--- config.mk ---
export PLATFORM = sky130hd
export DESIGN_NAME = ring_sar_sequencer
export DESIGN_NICKNAME = d
export VERILOG_FILES = /design/src/rtl/rss_pkg.sv /design/src/rtl/rss_ctrl.sv /design/src/rtl/rss_datapath.sv /design/src/rtl/ring_sar_sequencer.sv
export SDC_FILE = /design/constraint.sdc
export NUM_CORES = 1
export LEC_CHECK = 0
export CAP_MARGIN = 20
export CORE_AREA = 2 2 123 125
export CTS_CLUSTER_DIAMETER = 60
export DETAILED_ROUTE_END_ITERATION = 7
export DIE_AREA = 0 0 125 127
export PLACE_DENSITY = 0.52
export SYNTH_ARGS = -nofsm -noshare
export SYNTH_HDL_FRONTEND = slang
export SYNTH_SLANG_ARGS = --single-unit
--- constraint.sdc ---
create_clock -name clk -period 2.61 [get_ports clk]
set_clock_uncertainty 0.15 [all_clocks]
set_input_delay 0.6525 -clock clk [delete_from_list [all_inputs] [get_ports clk]]
set_output_delay 0.6525 -clock clk [all_outputs]
set_load 0.05 [all_outputs]
--- src/rtl/rss_pkg.sv ---
package rss_pkg;

  // Width of the bit-select field; supports codes of up to 16 bits.
  localparam int SEL_W = 4;

  // Per-channel strobes passed from the control to the datapath.
  typedef struct packed {
    logic             sample;  // channel holds the token this cycle
    logic             decide;  // channel is resolving a bit this cycle
    logic             last;    // this cycle resolves the LSB
    logic [SEL_W-1:0] bitSel;  // bit position resolved this cycle
  } chanStb_t;

endpackage

--- src/rtl/rss_ctrl.sv ---
module rss_ctrl
  import rss_pkg::*;
#(
  parameter  int CODE_W = 5,
  localparam int NUM_CH = CODE_W + 1
) (
  input  logic                   clk,
  input  logic                   rstN,
  output chanStb_t [NUM_CH-1:0]  stb,
  output logic [NUM_CH-1:0]      tokenOut,
  output logic                   tokenErr
);

  localparam int PH_W = $clog2(CODE_W + 1);
  localparam logic [NUM_CH-1:0] SEED = NUM_CH'(1);

  logic [NUM_CH-1:0] tokenQ;
  logic              ringBad;

  assign ringBad  = !$onehot(tokenQ);
  assign tokenErr = ringBad;
  assign tokenOut = tokenQ;

  // Token ring: one hop per clock, re-seeded at channel 0 on a fault.
  always_ff @(posedge clk) begin
    if (!rstN)        tokenQ <= SEED;
    else if (ringBad) tokenQ <= SEED;
    else              tokenQ <= {tokenQ[NUM_CH-2:0], tokenQ[NUM_CH-1]};
  end

  // Per-channel phase: 0 = sample/idle, 1..CODE_W = bit cycles MSB first.
  for (genvar g = 0; g < NUM_CH; g++) begin : g_phase
    logic [PH_W-1:0] phaseQ;

    always_ff @(posedge clk) begin
      if (!rstN)                                     phaseQ <= '0;
      else if (tokenQ[g])                            phaseQ <= PH_W'(1);
      else if (phaseQ != '0 && phaseQ < PH_W'(CODE_W)) phaseQ <= phaseQ + PH_W'(1);
      else                                           phaseQ <= '0;
    end

    always_comb begin
      stb[g].sample = tokenQ[g];
      stb[g].decide = (phaseQ != '0) && !tokenQ[g];
      stb[g].last   = stb[g].decide && (phaseQ == PH_W'(CODE_W));
      stb[g].bitSel = SEL_W'(CODE_W) - SEL_W'(phaseQ);
    end
  end

endmodule

--- src/rtl/rss_datapath.sv ---
module rss_datapath
  import rss_pkg::*;
#(
  parameter  int CODE_W = 5,
  localparam int NUM_CH = CODE_W + 1,
  localparam int CH_W   = $clog2(NUM_CH)
) (
  input  logic                       clk,
  input  logic                       rstN,
  input  chanStb_t [NUM_CH-1:0]      stb,
  input  logic [NUM_CH-1:0]          chCmp,
  output logic [NUM_CH*CODE_W-1:0]   chTrial,
  output logic                       outValid,
  output logic [CODE_W-1:0]          outCode,
  output logic [CH_W-1:0]            outCh
);

  logic [NUM_CH-1:0][CODE_W-1:0] sarNext;

  // Successive-approximation register per channel.
  for (genvar g = 0; g < NUM_CH; g++) begin : g_sar
    logic [CODE_W-1:0] sarQ;
    logic [CODE_W-1:0] bitMask;

    assign bitMask    = CODE_W'(1) << stb[g].bitSel;
    assign sarNext[g] = (sarQ & ~bitMask) | (chCmp[g] ? bitMask : '0);

    assign chTrial[g*CODE_W +: CODE_W] =
        stb[g].sample ? '0 :
        stb[g].decide ? (sarQ | bitMask) : sarQ;

    always_ff @(posedge clk) begin
      if (!rstN)              sarQ <= '0;
      else if (stb[g].sample) sarQ <= '0;
      else if (stb[g].decide) sarQ <= sarNext[g];
    end
  end

  // Round-robin merge: at most one channel finishes per cycle.
  logic              anyDone;
  logic [CODE_W-1:0] selCode;
  logic [CH_W-1:0]   selCh;

  always_comb begin
    anyDone = 1'b0;
    selCode = '0;
    selCh   = '0;
    for (int k = 0; k < NUM_CH; k++) begin
      if (stb[k].last) begin
        anyDone = 1'b1;
        selCode = selCode | sarNext[k];
        selCh   = selCh | CH_W'(k);
      end
    end
  end

  always_ff @(posedge clk) begin
    if (!rstN) begin
      outValid <= 1'b0;
      outCode  <= '0;
      outCh    <= '0;
    end else begin
      outValid <= anyDone;
      outCode  <= selCode;
      outCh    <= selCh;
    end
  end

endmodule

--- src/rtl/ring_sar_sequencer.sv ---
module ring_sar_sequencer
  import rss_pkg::*;
#(
  parameter  int CODE_W = 5,
  localparam int NUM_CH = CODE_W + 1,
  localparam int CH_W   = $clog2(NUM_CH)
) (
  input  logic                      clk,
  input  logic                      rstN,
  input  logic [NUM_CH-1:0]         chCmp,
  output logic [NUM_CH-1:0]         chSample,
  output logic [NUM_CH*CODE_W-1:0]  chTrial,
  output logic                      outValid,
  output logic [CODE_W-1:0]         outCode,
  output logic [CH_W-1:0]           outCh,
  output logic                      tokenErr
);

  chanStb_t [NUM_CH-1:0] stb;

  rss_ctrl #(.CODE_W(CODE_W)) u_ctrl (
    .clk      (clk),
    .rstN     (rstN),
    .stb      (stb),
    .tokenOut (chSample),
    .tokenErr (tokenErr)
  );

  rss_datapath #(.CODE_W(CODE_W)) u_dp (
    .clk      (clk),
    .rstN     (rstN),
    .stb      (stb),
    .chCmp    (chCmp),
    .chTrial  (chTrial),
    .outValid (outValid),
    .outCode  (outCode),
    .outCh    (outCh)
  );

endmodule

==> results of run 1 <==
## where the power goes
part	switching [mW]	internal, mW	leakage, nW
Combinational	0.534	0.416	1.83
Sequential	0.0391	1.00	0.519
Clock	0.450	0.814	0.156
Total	1.02	2.23	2.50
## per-stage QoR
step	worst slack [ns]	utilization	instance area [um^2]	total power [mW]
global placement	-0.105	0.372	5360	1.79
floorplan	-0.0802	-	4340	1.57
global route	-0.495	0.433	6240	3.41
detailed placement	-0.179	0.372	5360	1.81
finish	-0.428	0.433	6240	3.26
CTS	-0.493	0.419	6050	3.20
## synthesized netlist by cell type
| master | n |
|---|---|
| a211oi_1 | 2 |
| a21o_1 | 2 |
| a21oi_1 | 11 |
| a21oi_2 | 1 |
| a31oi_1 | 5 |
| and2_1 | 7 |
| and3_1 | 3 |
| and4_1 | 3 |
| buf_1 | 1 |
| buf_2 | 2 |
| buf_4 | 6 |
| clkbuf_1 | 19 |
| dfxtp_1 | 63 |
| fa_1 | 2 |
| ha_1 | 40 |
| inv_1 | 51 |
| mux2_1 | 3 |
| mux2_2 | 2 |
| mux2i_1 | 56 |
| nand2_1 | 9 |
| nand2b_1 | 23 |
| nand3_1 | 5 |
| nand3b_1 | 7 |
| nand4_1 | 1 |
| nand4b_1 | 22 |
| nand4b_4 | 1 |
| nor2_1 | 70 |
| nor2b_1 | 5 |
| nor2b_2 | 1 |
| nor3_1 | 6 |
| nor3b_1 | 25 |
| nor4b_1 | 1 |
| o21a_1 | 1 |
| o21ai_0 | 27 |
| o22ai_1 | 15 |
| o2bb2ai_1 | 2 |
| o31a_1 | 5 |
| or3_1 | 8 |
| xnor2_1 | 1 |
## worst reg2reg max path, delay by kind of cell, from the launching register on
family | cells | cell delay (ns)
fa+ha+maj | 3 | 0.84
flops | 1 | 0.35
xor+xnor | 1 | 0.12
simple gates | 2 | 0.65
buf+inv | 5 | 0.47
## worst min path at each step
| stage | to | cells past startpoint | slack, ns |
|---|---|---|---|
| 6_report | u_ctrl.g_phase[1].phaseQ[1] | 1 | 0.34 |
| 5_1_grt | u_ctrl.g_phase[1].phaseQ[1] | 1 | 0.36 |
| 4_1_cts | u_ctrl.g_phase[1].phaseQ[1] | 1 | 0.34 |
| 2_1_floorplan | u_dp.g_sar[0].sarQ[4] | 2 | 0.32 |
| 3_3_place_gp | u_dp.g_sar[0].sarQ[4] | 2 | 0.33 |
| 3_5_place_dp | u_dp.g_sar[0].sarQ[4] | 2 | 0.35 |
## sequential cells by signal, indices dropped and copies added (netlist names)
signal / flops
u_dp.outValid: 1
u_dp.outCode: 5
u_dp.g_sar.sarQ: 30
u_ctrl.tokenOut: 6
u_dp.outCh: 3
u_ctrl.g_phase.phaseQ: 18
## final cells by class
class | instances | area, um^2 | share of cell area
Clock inverter | 3 | 40.0 | 0.00642
Multi-Input combinational cell | 372 | 3100 | 0.497
Tap cell | 184 | 230 | 0.0369
Inverter | 51 | 194 | 0.0311
Sequential cell | 63 | 1290 | 0.207
Timing Repair Buffer | 91 | 1110 | 0.179
Clock buffer | 13 | 270 | 0.0433
## timing repair
item	4_1_cts	5_1_grt
resized for setup	92	37
hold buffers	0	0
buffers inserted	13	11
endpoints found under the setup margin	31	33
pin swaps	12	22
## cells in the final DEF, fill, tap and decap left out, types with 6 or more instances in the layout
cell type,count
o21ai_2,19
nand4b_1,22
buf_4,42
ha_4,9
nor3b_1,24
nand2b_1,16
o22ai_1,15
a21oi_1,8
mux2i_1,56
dfxtp_1,41
inv_1,44
o21ai_0,7
nand2_1,9
buf_12,30
nand3b_1,7
clkdlybuf4s50_1,16
and2_1,7
inv_2,6
nor2_1,60
or3_1,7
dfxtp_2,21
ha_2,10
ha_1,21
nand2b_4,7
clkbuf_16,9
## layer usage
layer  routed length [um]  part of all wire
met3                  339             0.029
met4                  215             0.018
met1                 5720              0.49
met2                 5480              0.47
met5                    0                 0
## logic make-up after synthesis
family,Yosys count
AND/OR/NAND/NOR,197
buffers and inverters,79
AO/OA/AOI/OAI,71
flip-flops,63
multiplexers,61
adder cells (fa/ha/maj),42
XOR/XNOR,1
==> out/qor.yml, run 1 <==
run_status:
  status: "finished, violations left"
  violations: "setup timing"
logic_synthesis:
  netlist_instances: 514
  synth_compound_area_frac: 0.0979
  synth_adder_area_share: 0.125
  synth-seq-cells: 63
  yosysUniqueCellTypes: 39
  syn_nets: 564
  synth.area.top_cells: "dfxtp_1 (29%), mux2i_1 (13%), ha_1 (12%)"
  yosys_warnings: 0
  synth_top_family_by_area: "simple AND/OR/NAND/NOR gates"
  yosys.area.top_type: "dfxtp_1"
  synthesis.area_um2: 4320
  synth.avg_cell_area_um2: 8.40
  yosysSeqAreaShare: 0.292
  synth_xor_area_frac: 0.00203
  synth_mux_area_frac: 0.143
  yosysTopAreaCellShare: 0.292
  synth-simple-area-share: 0.265
worst_setup_path:
  cpPeakStageDelay_ns: 0.54
  end_kind: "output pin"
  cpMaxStageDelayCell: "fa_1"
  worstPathMaxFanout: 2
  cp.depth: 8
  crit_family: "adder cells"
  cp_data_required_time_ns: 1.81
  crit_buf_inv: 3
  critical_path.cell_chain: "ha_4 > inv_2 > fa_1 > inv_1 > ha_2 > xnor2_1 > or3_4 > buf_8"
  reg2reg_to: "u_ctrl.tokenOut[0]"
  cp-endpoint: "tokenErr"
  reg2reg_setup_slack_ns: -0.09
  r2r_cells: 11
  rr_startpoint: "u_ctrl.tokenOut[5]"
  cp.arrival_ns: 2.24
  critPathLaunch: "u_ctrl.tokenOut[5]"
  crit_type: "flop to output pin"
  start_kind: "flop"
placed_design:
  place.port_buffers: 53
  hpwl_mm: 8.55
  dp_cells: 737
  gp_congestion: 0.859
global_route:
  grt_pass1_vias: 3769
  antenna_found_initial: 0
  grt_pass1_wl_mm: 19.2
  grt_max_degree: 21
  grt_use_total: 0.151
  grt_overflow_total: 0
  use_met2: 0.245
  use_met3: 0.0289
  busiest_layer: "met2"
  use_met1: 0.198
floorplan:
  start_util: 0.299
  rows: 44
  core_um2: 14400
  fp.dieW_um: 125
  ioPinCount: 54
  die_area_um2: 15900
  dieHeight_um: 127
sta:
  worst_pin_slew_ns: 0.502
  final.min_clock_period_ns: 3.04
  worst_slack_ns: -0.428
  hold_viol_final: 0
  relSlewSlack: 0.664
  fmax_mhz: 329
  finalCritPeriodShare: 1.16
  rsz0062_at_grt: "yes"
  setup_viol: 2
  finalMaxSlewViolations: 0
  whs_ns: 0.343
  tns_ns: -0.515
route:
  dr.pass1.iters: 5
  vias: 3829
  avgRoutedWirePerCell_um: 15.1
  drtAntennaViolNets: 0
  vias_per_cell: 4.93
  drt-total-wl_mm: 11.8
  drc: 0
  first_iter_violations: 180
clock_network:
  cts-root-buf: "clkbuf_16"
  path_clk_slew_ns: 0.05
  insertion_delay_ns: 0.34
  cts_sinks: 63
  cts_buffers: 9
  htree_levels: 3
  cts_tree: "done"
  cts_buffer_depth: 2
power_and_ir_drop:
  p_leak_nw: 2.50
  powerDensity_nw_per_um2: 522
  ir_worst_vdd_mv: 0.367
final_layout:
  fill_cells: 1403
  diodes: 0
  layout-area-overhead-vs-synth_pct: 44.5
  final_nets: 638
  stdcell_count: 777
  drive_gt1_frac: 0.320
job:
  max_cap_viol_count: 0
worst_hold_path:
  min_path_type: "flop to flop"
  min-delay-start: "u_ctrl.g_phase[1].phaseQ[0]"
No activity file was read; power rests on OpenSTA's default activity.
==> run 2, diff against run 1 <==
--- a/config.mk
+++ b/config.mk
@@ -11,6 +11,7 @@
 export DETAILED_ROUTE_END_ITERATION = 7
 export DIE_AREA = 0 0 125 127
 export PLACE_DENSITY = 0.52
+export SLEW_MARGIN = 30
 export SYNTH_ARGS = -nofsm -noshare
 export SYNTH_HDL_FRONTEND = slang
 export SYNTH_SLANG_ARGS = --single-unit
==> results of run 2 <==
The final DEF is identical to that of run 1; final timing and power are the same.
==> run 3, diff against run 2 <==
--- a/config.mk
+++ b/config.mk
@@ -6,11 +6,11 @@
 export NUM_CORES = 1
 export LEC_CHECK = 0
 export CAP_MARGIN = 20
-export CORE_AREA = 2 2 123 125
+export CORE_AREA = 2 2 96 98
 export CTS_CLUSTER_DIAMETER = 60
 export DETAILED_ROUTE_END_ITERATION = 7
-export DIE_AREA = 0 0 125 127
-export PLACE_DENSITY = 0.52
+export DIE_AREA = 0 0 98 100
+export PLACE_DENSITY = 0.77
 export SLEW_MARGIN = 30
 export SYNTH_ARGS = -nofsm -noshare
 export SYNTH_HDL_FRONTEND = slang
==> run 3 against run 2 <==
Net effect: the flow still finishes with violations (setup timing); non-clock buffer count fell by 2; critical path depth did not move; sequential share of layout area rose by 0.91 points; worst hold slack improved by 0.0096 ns; combinational power fell by 8.6%; via count rose by 3.2%; register-to-register slack improved by 0.17 ns; global-route usage rose by 7.8 points; largest cell class unchanged; setup slack got worse by 0.056 ns; power fell by 17%.
==> out/qor.yml, run 3 (synthesis results as in run 1) <==
final_layout:
  largest_reg_flops: 30  # unchanged
  drive_gt1_frac: 0.320  # -0.000608
  multi_input_area_um2: 3090  # -0.20%
  layout-area-overhead-vs-synth_pct: 39.1
  diodes: 0  # unchanged
  largest_register: "u_dp.g_sar.sarQ"
  layout_common_cells: "nor2_1 (61), mux2i_1 (56), inv_1 (44), buf_4 (41), dfxtp_1 (40)"
  regArea_um2: 1300  # +0.48%
  fill_cells: 673  # -52%
  layout_commonest_cell: "nor2_1"
  final_nets: 636  # -0.31%
  final_util: 0.675  # +0.243
sta:
  rsz0062_at_grt: "yes"
  tns_ns: -0.483  # +0.0318 ns
  worst_pin_slew_ns: 0.501  # -0.00110 ns
  finalMaxSlewViolations: 0  # unchanged
  fmax_mhz: 323  # -1.8%
  setup_viol: 1  # -1
  final.min_clock_period_ns: 3.09  # +0.0555 ns
  worst_slack_ns: -0.483  # -0.0555 ns
  finalCritPeriodShare: 1.19  # +0.0213
  hold_viol_final: 0  # unchanged
  whs_ns: 0.353  # +0.00956 ns
  relSlewSlack: 0.665  # +0.000733
route:
  drt-total-wl_mm: 11.5  # -2.1%
  dr.pass1.iters: 4  # -1
  vias_per_cell: 5.63  # +14%
  avgRoutedWirePerCell_um: 16.4  # +8.4%
  vias: 3951  # +3.2%
  drtAntennaViolNets: 0  # unchanged
  drc: 0  # unchanged
  first_iter_violations: 203  # +13%
power_and_ir_drop:
  ir_worst_vdd_mv: 0.447  # +22%
  powerDensity_nw_per_um2: 451  # -14%
  p_leak_nw: 2.42  # -3.1%
  finalPower_mw: 2.71  # -17%
worst_setup_path:
  start_kind: "flop"
  crit_type: "flop to output pin"
  cpPeakStageDelay_ns: 0.54  # about the same
  cp.arrival_ns: 2.29  # +0.05 ns
  critical_path.cell_chain: "ha_4 > inv_2 > fa_1 > inv_1 > ha_2 > xnor2_1 > or3_4 > buf_8"
  worstPathMaxFanout: 2  # unchanged
  end_kind: "output pin"
  cpMaxStageDelayCell: "fa_1"
  cp_data_required_time_ns: 1.81  # about the same
clock_network:
  cts_buffer_depth: 2  # unchanged
  cts_sinks: 63  # unchanged
  path_clk_slew_ns: 0.07  # +0.02 ns
  htree_levels: 3  # unchanged
  cts_buffers: 9  # unchanged
  cts-hold-fix-buffers: 0  # unchanged
  cts-root-buf: "clkbuf_8"
  insertion_delay_ns: 0.34  # about the same
  cts_tree: "done"
global_route:
  grt_pass1_vias: 3836  # +1.8%
  antenna_found_initial: 0  # unchanged
  grt_pass1_wl_mm: 18.3  # -4.9%
  grt_use_total: 0.229  # +0.0777
  grt_overflow_total: 0  # unchanged
  grt_max_degree: 20  # -4.8%
placed_design:
  gp_congestion: 0.865  # +0.59%
  pre_cts_ws_ns: -0.170  # +0.00971 ns
  place.port_buffers: 53  # unchanged
  hpwl_mm: 7.82  # -8.5%
floorplan:
  core_um2: 8890  # -38%
  die_area_um2: 9800  # -38%
  start_util: 0.486  # +0.186
  rows: 35  # -20%
  fp.dieW_um: 98  # -22%
  ioPinCount: 54  # unchanged
  dieHeight_um: 100  # -21%
job:
  max_cap_viol_count: 0  # unchanged
run_status:
  violations: "setup timing"
  status: "finished, violations left"
worst_hold_path:
  min_path_type: "flop to flop"
## run 3: cell count changes in the layout (fill, tap and decap cells not counted), sizes merged
cell | before | now
bufinv | 1 | 0
buf | 74 | 72
clkinvlp | 0 | 3
clkbuf | 13 | 11
## run 3: path summary, 6_finish.rpt
check	from	to	slack (ns)	cells past startpoint
max	u_ctrl.tokenOut[4]	tokenErr	-0.48	8
max reg2reg	u_ctrl.tokenOut[4]	u_ctrl.tokenOut[2]	0.08	10
min reg2reg	u_ctrl.g_phase[1].phaseQ[0]	u_ctrl.g_phase[1].phaseQ[1]	0.35	1
min	u_ctrl.g_phase[1].phaseQ[0]	u_ctrl.g_phase[1].phaseQ[1]	0.35	1
## run 3: what timing repair did
action	4_1_cts	5_1_grt
pin swaps	14	22
hold endpoints to repair	0	0
buffers inserted	6	15
resized for setup	81	47
endpoints found under the setup margin	31	36
## run 3: metrics by stage
step                      cell area, um^2  std cells
final                                6000        702
after global routing                 6000        702
after CTS                            5750        687
after detailed placement             5280        665
after global placement               5280        665
after floorplan                      4340        514
## run 3: layout make-up
cell class	instances	area share
multi-input combinational	372	0.515
sequential	63	0.216
timing repair buffer	89	0.183
inverter	51	0.0327
clock buffer	11	0.0252
tap	111	0.0231
clock inverter	5	0.00542
## run 3: critical path, delay by kind of cell, from the launching register on
family | cells | cell delay, ns
buffers and inverters | 3 | 0.25
xor gates and xnor gates | 1 | 0.12
adders and majority gates | 3 | 0.87
and+or+nand+nor | 1 | 0.36
DFF | 1 | 0.36
## run 3: report_power, final
part           switching (mW)  internal (mW)  total (mW)
combinational           0.511          0.357       0.868
sequential             0.0391           1.00        1.04
clock                   0.408          0.393       0.801
## run 3: routing by layer
layer	up-vias	routed length [um]	global-route usage
li1	1912	-	-
met1	1915	4810	0.281
met2	102	5900	0.403
met3	22	545	0.0383
met4	0	245	0.0855
met5	-	0	0
